**src/rtl/eel_pkg.sv**
```systemverilog
package eel_pkg;

    localparam int          BYTE_W      = 8;
    localparam logic [3:0]  FAMILY_CODE = 4'b1010;
    localparam logic [3:0]  ACK_SLOT    = 4'd8;
    localparam logic [3:0]  LAST_SLOT   = 4'd7;

    typedef enum logic [2:0] {
        ST_IDLE,
        ST_ADDR,
        ST_WORD,
        ST_DATA,
        ST_TX,
        ST_SKIP,
        ST_FLUSH
    } eel_state_t;

    typedef struct packed {
        logic [3:0] fam;
        logic [2:0] sel;
        logic       rd;
    } ctl_byte_t;

    function automatic logic ctl_hit(input ctl_byte_t b, input logic [2:0] strap);
        return (b.fam == FAMILY_CODE) && (b.sel == strap);
    endfunction

    function automatic logic [3:0] slot_next(input logic [3:0] s);
        return (s == ACK_SLOT) ? 4'd0 : s + 4'd1;
    endfunction

endpackage

```
**src/rtl/eel_bitslot.sv**
```systemverilog
module eel_bitslot
    import eel_pkg::*;
(
    input  logic              clk,
    input  logic              rst,
    input  logic              clear,
    input  logic              take,
    input  logic              bit_in,
    output logic [3:0]        slot,
    output logic [BYTE_W-1:0] byte_now,
    output logic              last_bit,
    output logic              ack_bit
);

    logic [BYTE_W-2:0] sh;

    always_ff @(posedge clk) begin
        if (rst || clear) begin
            slot <= '0;
            sh   <= '0;
        end else if (take) begin
            slot <= slot_next(slot);
            if (slot != ACK_SLOT)
                sh <= {sh[BYTE_W-3:0], bit_in};
        end
    end

    assign byte_now = {sh, bit_in};
    assign last_bit = (slot == LAST_SLOT);
    assign ack_bit  = (slot == ACK_SLOT);

endmodule

```
**src/rtl/eel_pagebuf.sv**
```systemverilog
module eel_pagebuf
    import eel_pkg::*;
#(
    parameter int ADDR_W = 8,
    parameter int PAGE_W = 4
) (
    input  logic              clk,
    input  logic              rst,
    input  logic              clear,
    input  logic              put,
    input  logic [PAGE_W-1:0] put_idx,
    input  logic [BYTE_W-1:0] put_data,
    input  logic              go,
    input  logic [ADDR_W-PAGE_W-1:0] go_base,
    output logic              any_held,
    output logic              flushing,
    output logic              wr_en,
    output logic [ADDR_W-1:0] wr_addr,
    output logic [BYTE_W-1:0] wr_data
);

    localparam int DEPTH = 1 << PAGE_W;
    localparam int HI_W  = ADDR_W - PAGE_W;

    logic [BYTE_W-1:0] store [DEPTH];
    logic [DEPTH-1:0]  held;
    logic [PAGE_W-1:0] idx;
    logic [HI_W-1:0]   base;

    always_ff @(posedge clk) begin
        if (put && !go && !flushing && !clear)
            store[put_idx] <= put_data;
    end

    always_ff @(posedge clk) begin
        if (rst) begin
            held     <= '0;
            flushing <= 1'b0;
            idx      <= '0;
            base     <= '0;
            wr_en    <= 1'b0;
            wr_addr  <= '0;
            wr_data  <= '0;
        end else begin
            wr_en <= 1'b0;
            if (go) begin
                flushing <= 1'b1;
                idx      <= '0;
                base     <= go_base;
            end else if (flushing) begin
                if (held[idx]) begin
                    wr_en   <= 1'b1;
                    wr_addr <= {base, idx};
                    wr_data <= store[idx];
                end
                held[idx] <= 1'b0;
                idx       <= idx + 1'b1;
                if (&idx)
                    flushing <= 1'b0;
            end else if (clear) begin
                held <= '0;
            end else if (put) begin
                held[put_idx] <= 1'b1;
            end
        end
    end

    assign any_held = |held;

endmodule

```
**src/rtl/eel_link_engine.sv**
```systemverilog
module eel_link_engine
    import eel_pkg::*;
#(
    parameter int ADDR_W = 8,
    parameter int PAGE_W = 4
) (
    input  logic              clk,
    input  logic              rst,
    input  logic              bus_start,
    input  logic              bus_stop,
    input  logic              scl_fall,
    input  logic              bit_valid,
    input  logic              bit_val,
    input  logic [2:0]        dev_sel,
    input  logic              wr_lock,
    input  logic              cycle_busy,
    input  logic [7:0]        mem_rdata,
    output logic              sda_pull,
    output logic              mem_rd,
    output logic              mem_wr,
    output logic [ADDR_W-1:0] mem_addr,
    output logic [7:0]        mem_wdata,
    output logic              wr_launch
);

    localparam int HI_W = ADDR_W - PAGE_W;

    eel_state_t        st, after;
    logic [ADDR_W-1:0] ptr, rd_addr, ptr_page_inc;
    logic              ack_ok, rd_q, rd_pend, pull_q, launch_q, drive;
    logic [BYTE_W-1:0] tx;

    logic              live, take, commit, put, pb_clear;
    logic [3:0]        slot;
    logic [BYTE_W-1:0] byte_now;
    logic              last_bit, ack_bit;
    ctl_byte_t         cb;

    logic              pb_any, pb_flushing, pb_wr;
    logic [ADDR_W-1:0] pb_addr;
    logic [BYTE_W-1:0] pb_data;

    assign live     = (st != ST_FLUSH) && !cycle_busy;
    assign take     = live && bit_valid && !bus_start && !bus_stop;
    assign commit   = live && bus_stop && !bus_start && (st == ST_DATA) &&
                      (slot == 4'd0) && pb_any && !wr_lock;
    assign pb_clear = live && (bus_start || bus_stop) && !commit;
    assign put      = take && (st == ST_DATA) && last_bit && !wr_lock;
    assign cb       = ctl_byte_t'(byte_now);
    assign ptr_page_inc = {ptr[ADDR_W-1:PAGE_W], PAGE_W'(ptr[PAGE_W-1:0] + 1'b1)};

    eel_bitslot u_slot (
        .clk      (clk),
        .rst      (rst),
        .clear    (live && (bus_start || bus_stop)),
        .take     (take),
        .bit_in   (bit_val),
        .slot     (slot),
        .byte_now (byte_now),
        .last_bit (last_bit),
        .ack_bit  (ack_bit)
    );

    eel_pagebuf #(
        .ADDR_W (ADDR_W),
        .PAGE_W (PAGE_W)
    ) u_page (
        .clk      (clk),
        .rst      (rst),
        .clear    (pb_clear),
        .put      (put),
        .put_idx  (ptr[PAGE_W-1:0]),
        .put_data (byte_now),
        .go       (commit),
        .go_base  (ptr[ADDR_W-1:ADDR_W-HI_W]),
        .any_held (pb_any),
        .flushing (pb_flushing),
        .wr_en    (pb_wr),
        .wr_addr  (pb_addr),
        .wr_data  (pb_data)
    );

    // Level to present on SDA for the slot that the next SCL high belongs to.
    always_comb begin
        drive = 1'b0;
        case (st)
            ST_ADDR, ST_WORD, ST_DATA: drive = (slot == ACK_SLOT) && ack_ok;
            ST_TX:   if (slot != ACK_SLOT) drive = !tx[3'd7 - slot[2:0]];
            default: drive = 1'b0;
        endcase
    end

    always_ff @(posedge clk) begin
        if (rst) begin
            st       <= ST_IDLE;
            after    <= ST_IDLE;
            ptr      <= '0;
            rd_addr  <= '0;
            ack_ok   <= 1'b0;
            rd_q     <= 1'b0;
            rd_pend  <= 1'b0;
            tx       <= '0;
            pull_q   <= 1'b0;
            launch_q <= 1'b0;
        end else begin
            rd_q     <= 1'b0;
            launch_q <= commit;
            rd_pend  <= rd_q;
            if (rd_pend)
                tx <= mem_rdata;

            if (st == ST_FLUSH) begin
                pull_q <= 1'b0;
                if (!pb_flushing)
                    st <= ST_IDLE;
            end else if (cycle_busy) begin
                pull_q <= 1'b0;
                ack_ok <= 1'b0;
                st     <= ST_IDLE;
            end else if (bus_start) begin
                pull_q <= 1'b0;
                ack_ok <= 1'b0;
                st     <= ST_ADDR;
            end else if (bus_stop) begin
                pull_q <= 1'b0;
                ack_ok <= 1'b0;
                st     <= commit ? ST_FLUSH : ST_IDLE;
            end else begin
                if (scl_fall)
                    pull_q <= drive;
                if (bit_valid) begin
                    case (st)
                        ST_ADDR: begin
                            if (last_bit) begin
                                if (ctl_hit(cb, dev_sel)) begin
                                    ack_ok <= 1'b1;
                                    if (cb.rd) begin
                                        rd_q    <= 1'b1;
                                        rd_addr <= ptr;
                                        ptr     <= ptr + 1'b1;
                                        after   <= ST_TX;
                                    end else begin
                                        after   <= ST_WORD;
                                    end
                                end else begin
                                    ack_ok <= 1'b0;
                                    st     <= ST_SKIP;
                                end
                            end else if (ack_bit) begin
                                ack_ok <= 1'b0;
                                st     <= after;
                            end
                        end
                        ST_WORD: begin
                            if (last_bit) begin
                                ptr    <= byte_now[ADDR_W-1:0];
                                ack_ok <= 1'b1;
                                after  <= ST_DATA;
                            end else if (ack_bit) begin
                                ack_ok <= 1'b0;
                                st     <= after;
                            end
                        end
                        ST_DATA: begin
                            if (last_bit) begin
                                if (wr_lock) begin
                                    ack_ok <= 1'b0;
                                    after  <= ST_SKIP;
                                end else begin
                                    ack_ok <= 1'b1;
                                    after  <= ST_DATA;
                                    ptr    <= ptr_page_inc;
                                end
                            end else if (ack_bit) begin
                                ack_ok <= 1'b0;
                                st     <= after;
                            end
                        end
                        ST_TX: begin
                            if (ack_bit) begin
                                if (!bit_val) begin
                                    rd_q    <= 1'b1;
                                    rd_addr <= ptr;
                                    ptr     <= ptr + 1'b1;
                                end else begin
                                    st <= ST_SKIP;
                                end
                            end
                        end
                        default: ;
                    endcase
                end
            end
        end
    end

    assign sda_pull  = pull_q;
    assign mem_rd    = rd_q;
    assign mem_wr    = pb_wr;
    assign mem_addr  = pb_wr ? pb_addr : rd_addr;
    assign mem_wdata = pb_data;
    assign wr_launch = launch_q;

endmodule

```
**config.mk**
```make
export PLATFORM = sky130hd
export DESIGN_NAME = eel_link_engine
export DESIGN_NICKNAME = d
export VERILOG_FILES = /design/src/rtl/eel_pkg.sv /design/src/rtl/eel_bitslot.sv /design/src/rtl/eel_pagebuf.sv /design/src/rtl/eel_link_engine.sv
export SDC_FILE = /design/constraint.sdc
export NUM_CORES = 1
export LEC_CHECK = 0
export BUFFER_PORTS_ARGS = -buffer_cell sky130_fd_sc_hd__buf_2
export CELL_PAD_IN_SITES_DETAIL_PLACEMENT = 1
export CELL_PAD_IN_SITES_GLOBAL_PLACEMENT = 2
export CORE_AREA = 5 5 156 158
export DETAILED_ROUTE_END_ITERATION = 16
export DIE_AREA = 0 0 161 163
export GPL_TIMING_DRIVEN = 0
export HOLD_SLACK_MARGIN = 0.05
export PLACE_DENSITY_LB_ADDON = 0.1
export SYNTH_ARGS = -nofsm -noshare
export SYNTH_HDL_FRONTEND = slang
export SYNTH_SLANG_ARGS = --single-unit
export TNS_END_PERCENT = 5
```
**constraint.sdc**
```tcl
create_clock -name clk -period 3.1 [get_ports clk]
set_input_delay 0.465 -clock clk [delete_from_list [all_inputs] [get_ports clk]]
set_output_delay 0.465 -clock clk [all_outputs]
set_load 0.05 [all_outputs]
```
# Yosys cells after proc, flatten, opt, wreduce, memory -nomap -nowiden
# Memories as Yosys holds them, arrays and structs flattened. A register that Yosys moved wholly into a read port is not among the register bits.
# Index checks and enable logic that the tools add are counted.
[totals]
in_bits = 20
mem_count = 1
ram_bits = 128
elab_cells = 198
out_inout_bits = 20
register_bits = 80
[classes]
n_lt_le_gt_ge = 5
n_reduce_logical = 59
bitwise_logic = 11
eq_ne = 24
n_mux = 74
n_addsub = 5
[memory_table]
columns = ["name", "words", "word_bits", "rd", "rd_clocked_by_memory_dff", "wr", "line", "source"]
rows = [
  ["u_page.store", 16, 8, 1, 1, 1, "eel_pagebuf.sv:25", "logic [BYTE_W-1:0] store [DEPTH];"],
]
[op_table]
columns = ["op", "n"]
rows = [
  ["$mux W8", 12],
  ["$mux W3", 19],
  ["$mux W16", 3],
  ["$pmux W8 S4", 1],
  ["$mux W1", 26],
  ["$logic_and A1 B1 Y1", 22],
  ["$ne A2 B2 Y1 const B", 9],
  ["$pmux W3 S3", 2],
  ["$and A16 B16 Y16", 1],
  ["$not A16 Y16", 1],
  ["$or A16 B16 Y16", 1],
  ["$pmux W8 S2", 1],
  ["$reduce_or A16 Y1", 1],
  ["$reduce_and A14 Y1", 1],
  ["$reduce_and A13 Y1", 1],
  ["$add A4 B1 Y4 const B", 3],
  ["$mux W4", 3],
  ["$ne A6 B6 Y1 const B", 2],
  ["$reduce_and A11 Y1", 1],
  ["$lt A4 B5 Y1 const B", 2],
  ["$reduce_and A10 Y1", 1],
  ["$reduce_bool A3 Y1", 3],
  ["$add A8 B1 Y8 const B", 1],
  ["$demux W1 S4", 2],
  ["34 further kinds", 59],
]

# Depth between registers and ports, before layout
[logic_depth]
ltp_word = 14
depth_mapped = 8
mapped_depth_nobuf = 7

# Hierarchy
# From an unflattened synthesis, not the netlist that was laid out.
[hier_totals]
hier_cells = 783
hier_area_um2 = 9699.3
[modules_own_cells]
columns = ["mod", "cells_each", "n_inst", "area_per_inst_um2"]
rows = [
  ["eel_pagebuf", 464, 1, 6927.9],
  ["eel_link_engine", 266, 1, 2280.9],
  ["eel_bitslot", 53, 1, 490.5],
]

# Worst setup path after synthesis
# Ideal clock, no wire load.
[synth_path]
path_kind = "register to register"
from = "reg u_slot.slot[0]"
to = "reg ptr[0]"
n_path_buf = 0
path_stages_with_launch = 7
t_arrival_ns = 2.230
slack_ns = 0.795
setup_time_ns = 0.075
path_cell_list = "dfxtp_1 > ha_1 > or4bb_1 > a31o_2 > a2111o_1 > or3_1 > a31oi_1"
[synth_via]
elab_chain_cells = 3
word_cells_on_any_way = 7
[synth_lines]
columns = ["element", "line", "source"]
rows = [
  ["start: declaration", "eel_bitslot.sv:9", "output logic [3:0] slot,"],
  ["start signal: assignment", "eel_bitslot.sv:22", "slot <= slot_next(slot);"],
  ["$eq A4 B4 Y1 / $eq A4 B3 Y1 (equally long branches)", "eel_bitslot.sv:30, eel_bitslot.sv:29", ""],
  ["$ne A2 B2 Y1 (no line)", "--", ""],
  ["$reduce_and A14 Y1 (no line) *", "--", ""],
  ["end signal: assignment", "eel_link_engine.sv:140", "ptr <= ptr + 1'b1;"],
  ["end signal: assignment", "eel_link_engine.sv:156", "ptr <= byte_now[ADDR_W-1:0];"],
  ["end signal: assignment", "eel_link_engine.sv:172", "ptr <= ptr_page_inc;"],
  ["end: declaration", "eel_link_engine.sv:29", "logic [ADDR_W-1:0] ptr, rd_addr, ptr_page_inc;"],
]
# Every way passes the cells marked *; elsewhere a longest branch is shown, timed or not.
# A chain may end at the register's enable or synchronous reset.

# Final worst setup path
[layout_path]
from = "reg u_slot.sh[5]"
to = "reg rd_addr[1]"
[layout_via]
elab_chain_cells = 4
[layout_lines]
columns = ["element", "line", "source"]
rows = [
  ["start: declaration", "eel_bitslot.sv:15", "logic [BYTE_W-2:0] sh;"],
  ["start signal: assignment", "eel_bitslot.sv:24", "sh <= {sh[BYTE_W-3:0], bit_in};"],
  ["$eq A4 B4 Y1", "eel_pkg.sv:25", "return (b.fam == FAMILY_CODE) && (b.sel == strap);"],
  ["$logic_and A1 B1 Y1", "eel_pkg.sv:25", ""],
  ["$ne A2 B2 Y1 (no line)", "--", ""],
  ["$reduce_and A11 Y1 (no line)", "--", ""],
  ["end signal: assignment", "eel_link_engine.sv:139", "rd_addr <= ptr;"],
  ["end signal: assignment", "eel_link_engine.sv:183", "rd_addr <= ptr;"],
  ["end: declaration", "eel_link_engine.sv:29", ""],
]
# No other way between the ends.

==> impl_results.md <==
- Status: complete, no violations
- Hold Buf Count CTS: 0
- Synth Instances: 770
- Crit share post-route: 0.933
- Num ports: 40
- Initial drt markers: 473
- Critical Path End Type: flip-flop
- Setup crit start: u_slot.sh[5]
- H-tree levels: 1
- Rows: 56
- Clk sinks: roughly 220
- Final Critical Period: 2890 ps
- Dpl hpwl: a little under 20 mm
- Mux cell area share after synthesis: 0.134
- Sequential share of the synthesized area: 0.580
- Yosys warns: 0
- Simple-gate share of the synthesized area: 0.127
- Residual DRC count: 0
- Die ar.: 26200 um2
- Cell count of the worst hold path: 3
- Final nets: 864
- Worst R2R Start: u_slot.sh[5]
- Clock transition at the registers of the reported paths: 60 ps
- CP Launch Type: flip-flop
- Grt ovf: 0
- Yosys reg bits: 216
- Die X: 161 um
- Cell area after synthesis: 9660 um2
- Adder-cell share of the synthesized area: 0.0129
- Commonest cells after routing, fill and taps aside: edfxtp_1 (128), dfxtp_1 (83), nor2_1 (59), nand2_1 (49), clkbuf_1 (46)
- Sequential share of power: 0.479
- Worst path max stage delay: 830 ps
- Crit Path Category: reg -> reg
- Final Power: 6.30 mW
- Total negative slack: 0 ps
- Final hold violations: 0
- Hold Path Sink: tx[5]
- Worst-Skew Late Latency: 530 ps
- Synthesis-to-layout area growth: 15.0%
- Area contributors post-synth: edfxtp_1 (40%), dfxtp_1 (18%), mux4_2 (8.9%)
- I/O Buffers: 37
- Synth Area in XOR/XNOR: 0.00634
- CTS tree: built
- Post-synth ARST share: 0
- CTS buffer count: 25
- Cell-internal power: 4.99 mW
- DRT Wirelength: 28.2 mm
- Register-to-register setup slack: 210 ps
- Comb power frac: 0.022
- Post-CTS setup repair buffer count: 0
- Worst EP arrival: 3280 ps
- Vias per std cell: 5.90
- WP buf/inv: 0
- GRT Total Usage: 0.216
- Pwr dens: 567 nW/um2
- Main synth FF type: edfxtp_1
- Worst hold start: mem_rdata[5]
- Synth Area per Inst: 12.5 um2
- Share of layout cells above drive strength 1: 0.181
- Worst rel slew slack: 0.313
- Lkg Pwr: 3.68 nW
- First-pass GRT wire length: about 44 mm
- Final Max Tran Viols: 0
- Mapped Nets: 800
- Wirelength per Cell: 24.7 um
- Clk pwr share: 0.499
- Final Skew: 20.0 ps
- RD Place Congestion: about 0.91
- Max cap viols: 0
- Dpl ws: -30.0 ps
- Clock Path Buffers: 3
- Ant. Diodes: 0
- Worst-margin pin slew: a little over 1000 ps
- CP required: roughly 3500 ps
- Fillers: 2387
- RSZ-0062 raised after global routing: false
- DR pass1 iterations: 5
- Register area: 5610 um2
- Compound-Gate Fraction of Synth Area: 0.108
- Final Setup Violations: 0
- Final ANT Viol Nets: 0
- Pin count of the biggest net entering global routing: 21
- Synth area leader: edfxtp_1
- Number of antenna violations at the first check in global routing: 0
- Multi-input gate area: 3780 um2
- Via count: 6742
- Commonest non-fill, non-tap cell in the layout: edfxtp_1
- Top-area cell type share of the netlist area: 0.398
- R2r worst-path depth: 5
- Chip Height: around 160 um
- CP max-delay cell: a2111oi_4
- Sw Share: 0.209
- Maximum vdd drop: about 0.32 mV
- Highest clock rate: 346 MHz
- Clock root cell: clkbuf_16
- EDFF count, synth: 128
- Worst setup margin: 209 ps
- Vias in the first global route: 7280
- Post-synth cell types: 66
- Sequence of cells on the critical path: nand4bb_1 > o41a_1 > a2111oi_4 > mux2i_1 > nor2_1
- Psw: between 1 and 1.5 mW
- Largest fanout on the critical path: 20
- Util after Layout: 0.484
- Core Region: 23000 um2
- Initial Utilization: 0.420
- R2r endpoint: rd_addr[1]
- Worst Hold Class: in -> reg
- Largest family of logic cells by synthesized area: multiplexers
- CP top delay family: compound AO/OA/AOI/OAI gates
[per-layer routing]
metal | track usage | vias to the layer above | wire (um)
met5 | 0 | - | 0
met4 | 0.0535 | 0 | 607
met3 | 0.0332 | 35 | 1200
met2 | 0.361 | 151 | 13700
met1 | 0.299 | 3468 | 12700
li1 | - | 3088 | -
[kinds of logic (layout without fill, tap and decap cells)]
| family | count (synthesis) | count (layout) |
|---|---|---|
| buffers and inverters | 73 | 156 |
| DFF | 216 | 216 |
| and+or+nand+nor | 233 | 233 |
| muxes | 81 | 81 |
| AOI/OAI and AO/OA | 150 | 150 |
| xor gates and xnor gates | 7 | 7 |
| adders and majority gates | 10 | 10 |
[worst max path at each step]
stage,to,slack (ps),cells after the start
6_report,rd_addr[1],210,5
3_3_place_gp,u_page.wr_addr[4],-150,8
3_5_place_dp,rd_addr[1],-30,5
5_1_grt,u_page.store[4][5],20,6
4_1_cts,rd_addr[1],40,7
2_1_floorplan,ptr[0],800,6
[synth_stat cells, types with 3 or more instances]
cell type / instances
xor2_1: 4
clkbuf_1: 44
a41oi_1: 7
buf_2: 5
nor3b_1: 7
a31oi_1: 21
nand2b_1: 6
o41ai_1: 3
nand3b_1: 4
ha_1: 10
dfxtp_1: 88
inv_1: 19
mux4_2: 38
o31ai_1: 4
and2_1: 18
mux2_2: 10
xnor2_1: 3
nand4_1: 7
o311ai_0: 6
nand4b_1: 5
a2111oi_0: 8
edfxtp_1: 128
or2_2: 4
a22oi_1: 17
a211oi_1: 4
nor2_1: 59
mux2i_1: 33
a21oi_1: 31
nor4_1: 6
nor3_1: 19
nand3_1: 23
nand2_1: 49
o21ai_0: 29
nor2b_1: 5
and3_1: 5
[through the flow]
| step | area, um2 | std cells | hold slack (ps) |
|---|---|---|---|
| after global placement | 10200 | 1097 | 457 |
| after CTS | 11100 | 1143 | 163 |
| after floorplan | 9660 | 770 | 443 |
| after detailed placement | 10200 | 1097 | 459 |
| after global routing | 11100 | 1143 | 183 |
| final | 11100 | 1143 | 174 |
[flip-flops by register name, indices dropped and copies added, names as in the netlist, 3 cells and up]
| signal | flops |
|---|---|
| u_page.store | 128 |
| tx | 8 |
| u_slot.slot | 4 |
| u_page.wr_data | 8 |
| ptr | 8 |
| u_page.held | 16 |
| st | 3 |
| u_page.idx | 4 |
| rd_addr | 8 |
| after | 3 |
| u_page.base | 4 |
| u_page.wr_addr | 8 |
| u_slot.sh | 7 |
[timing repair]
action                                  in CTS  in global routing
pin swaps                                    1                  0
endpoints found under the setup margin       9                 13
cloned                                       0                  0
gates resized for setup                      1                  9
[power by group through the flow]
| stage | logic, mW | registers, mW | clock network [mW] |
|---|---|---|---|
| detailed placement | 0.139 | 3.08 | 0 |
| floorplan | 0.0821 | 3.08 | 0 |
| CTS | 0.140 | 3.02 | 3.20 |
| global route | 0.154 | 3.02 | 3.34 |
| finish | 0.142 | 3.02 | 3.15 |
| global placement | 0.134 | 3.08 | 0 |
[worst reg2reg max path, cell delays in order (launching register included)]
cell and delay [ps]:
dfxtp_1 620, nand4bb_1 400, o41a_1 560, a2111oi_4 830
mux2i_1 300, nor2_1 60
[area by class of cell]
type,count,share of cell area
Buffer,54,0.0207
Clock buffer,30,0.0589
Clock inverter,16,0.0201
Inverter,19,0.00642
Multi-Input combinational cell,481,0.340
Sequential cell,216,0.505
Tap cell,290,0.0326
Timing Repair Buffer,37,0.0167
Note: power is estimated with default switching activity, not from simulation.
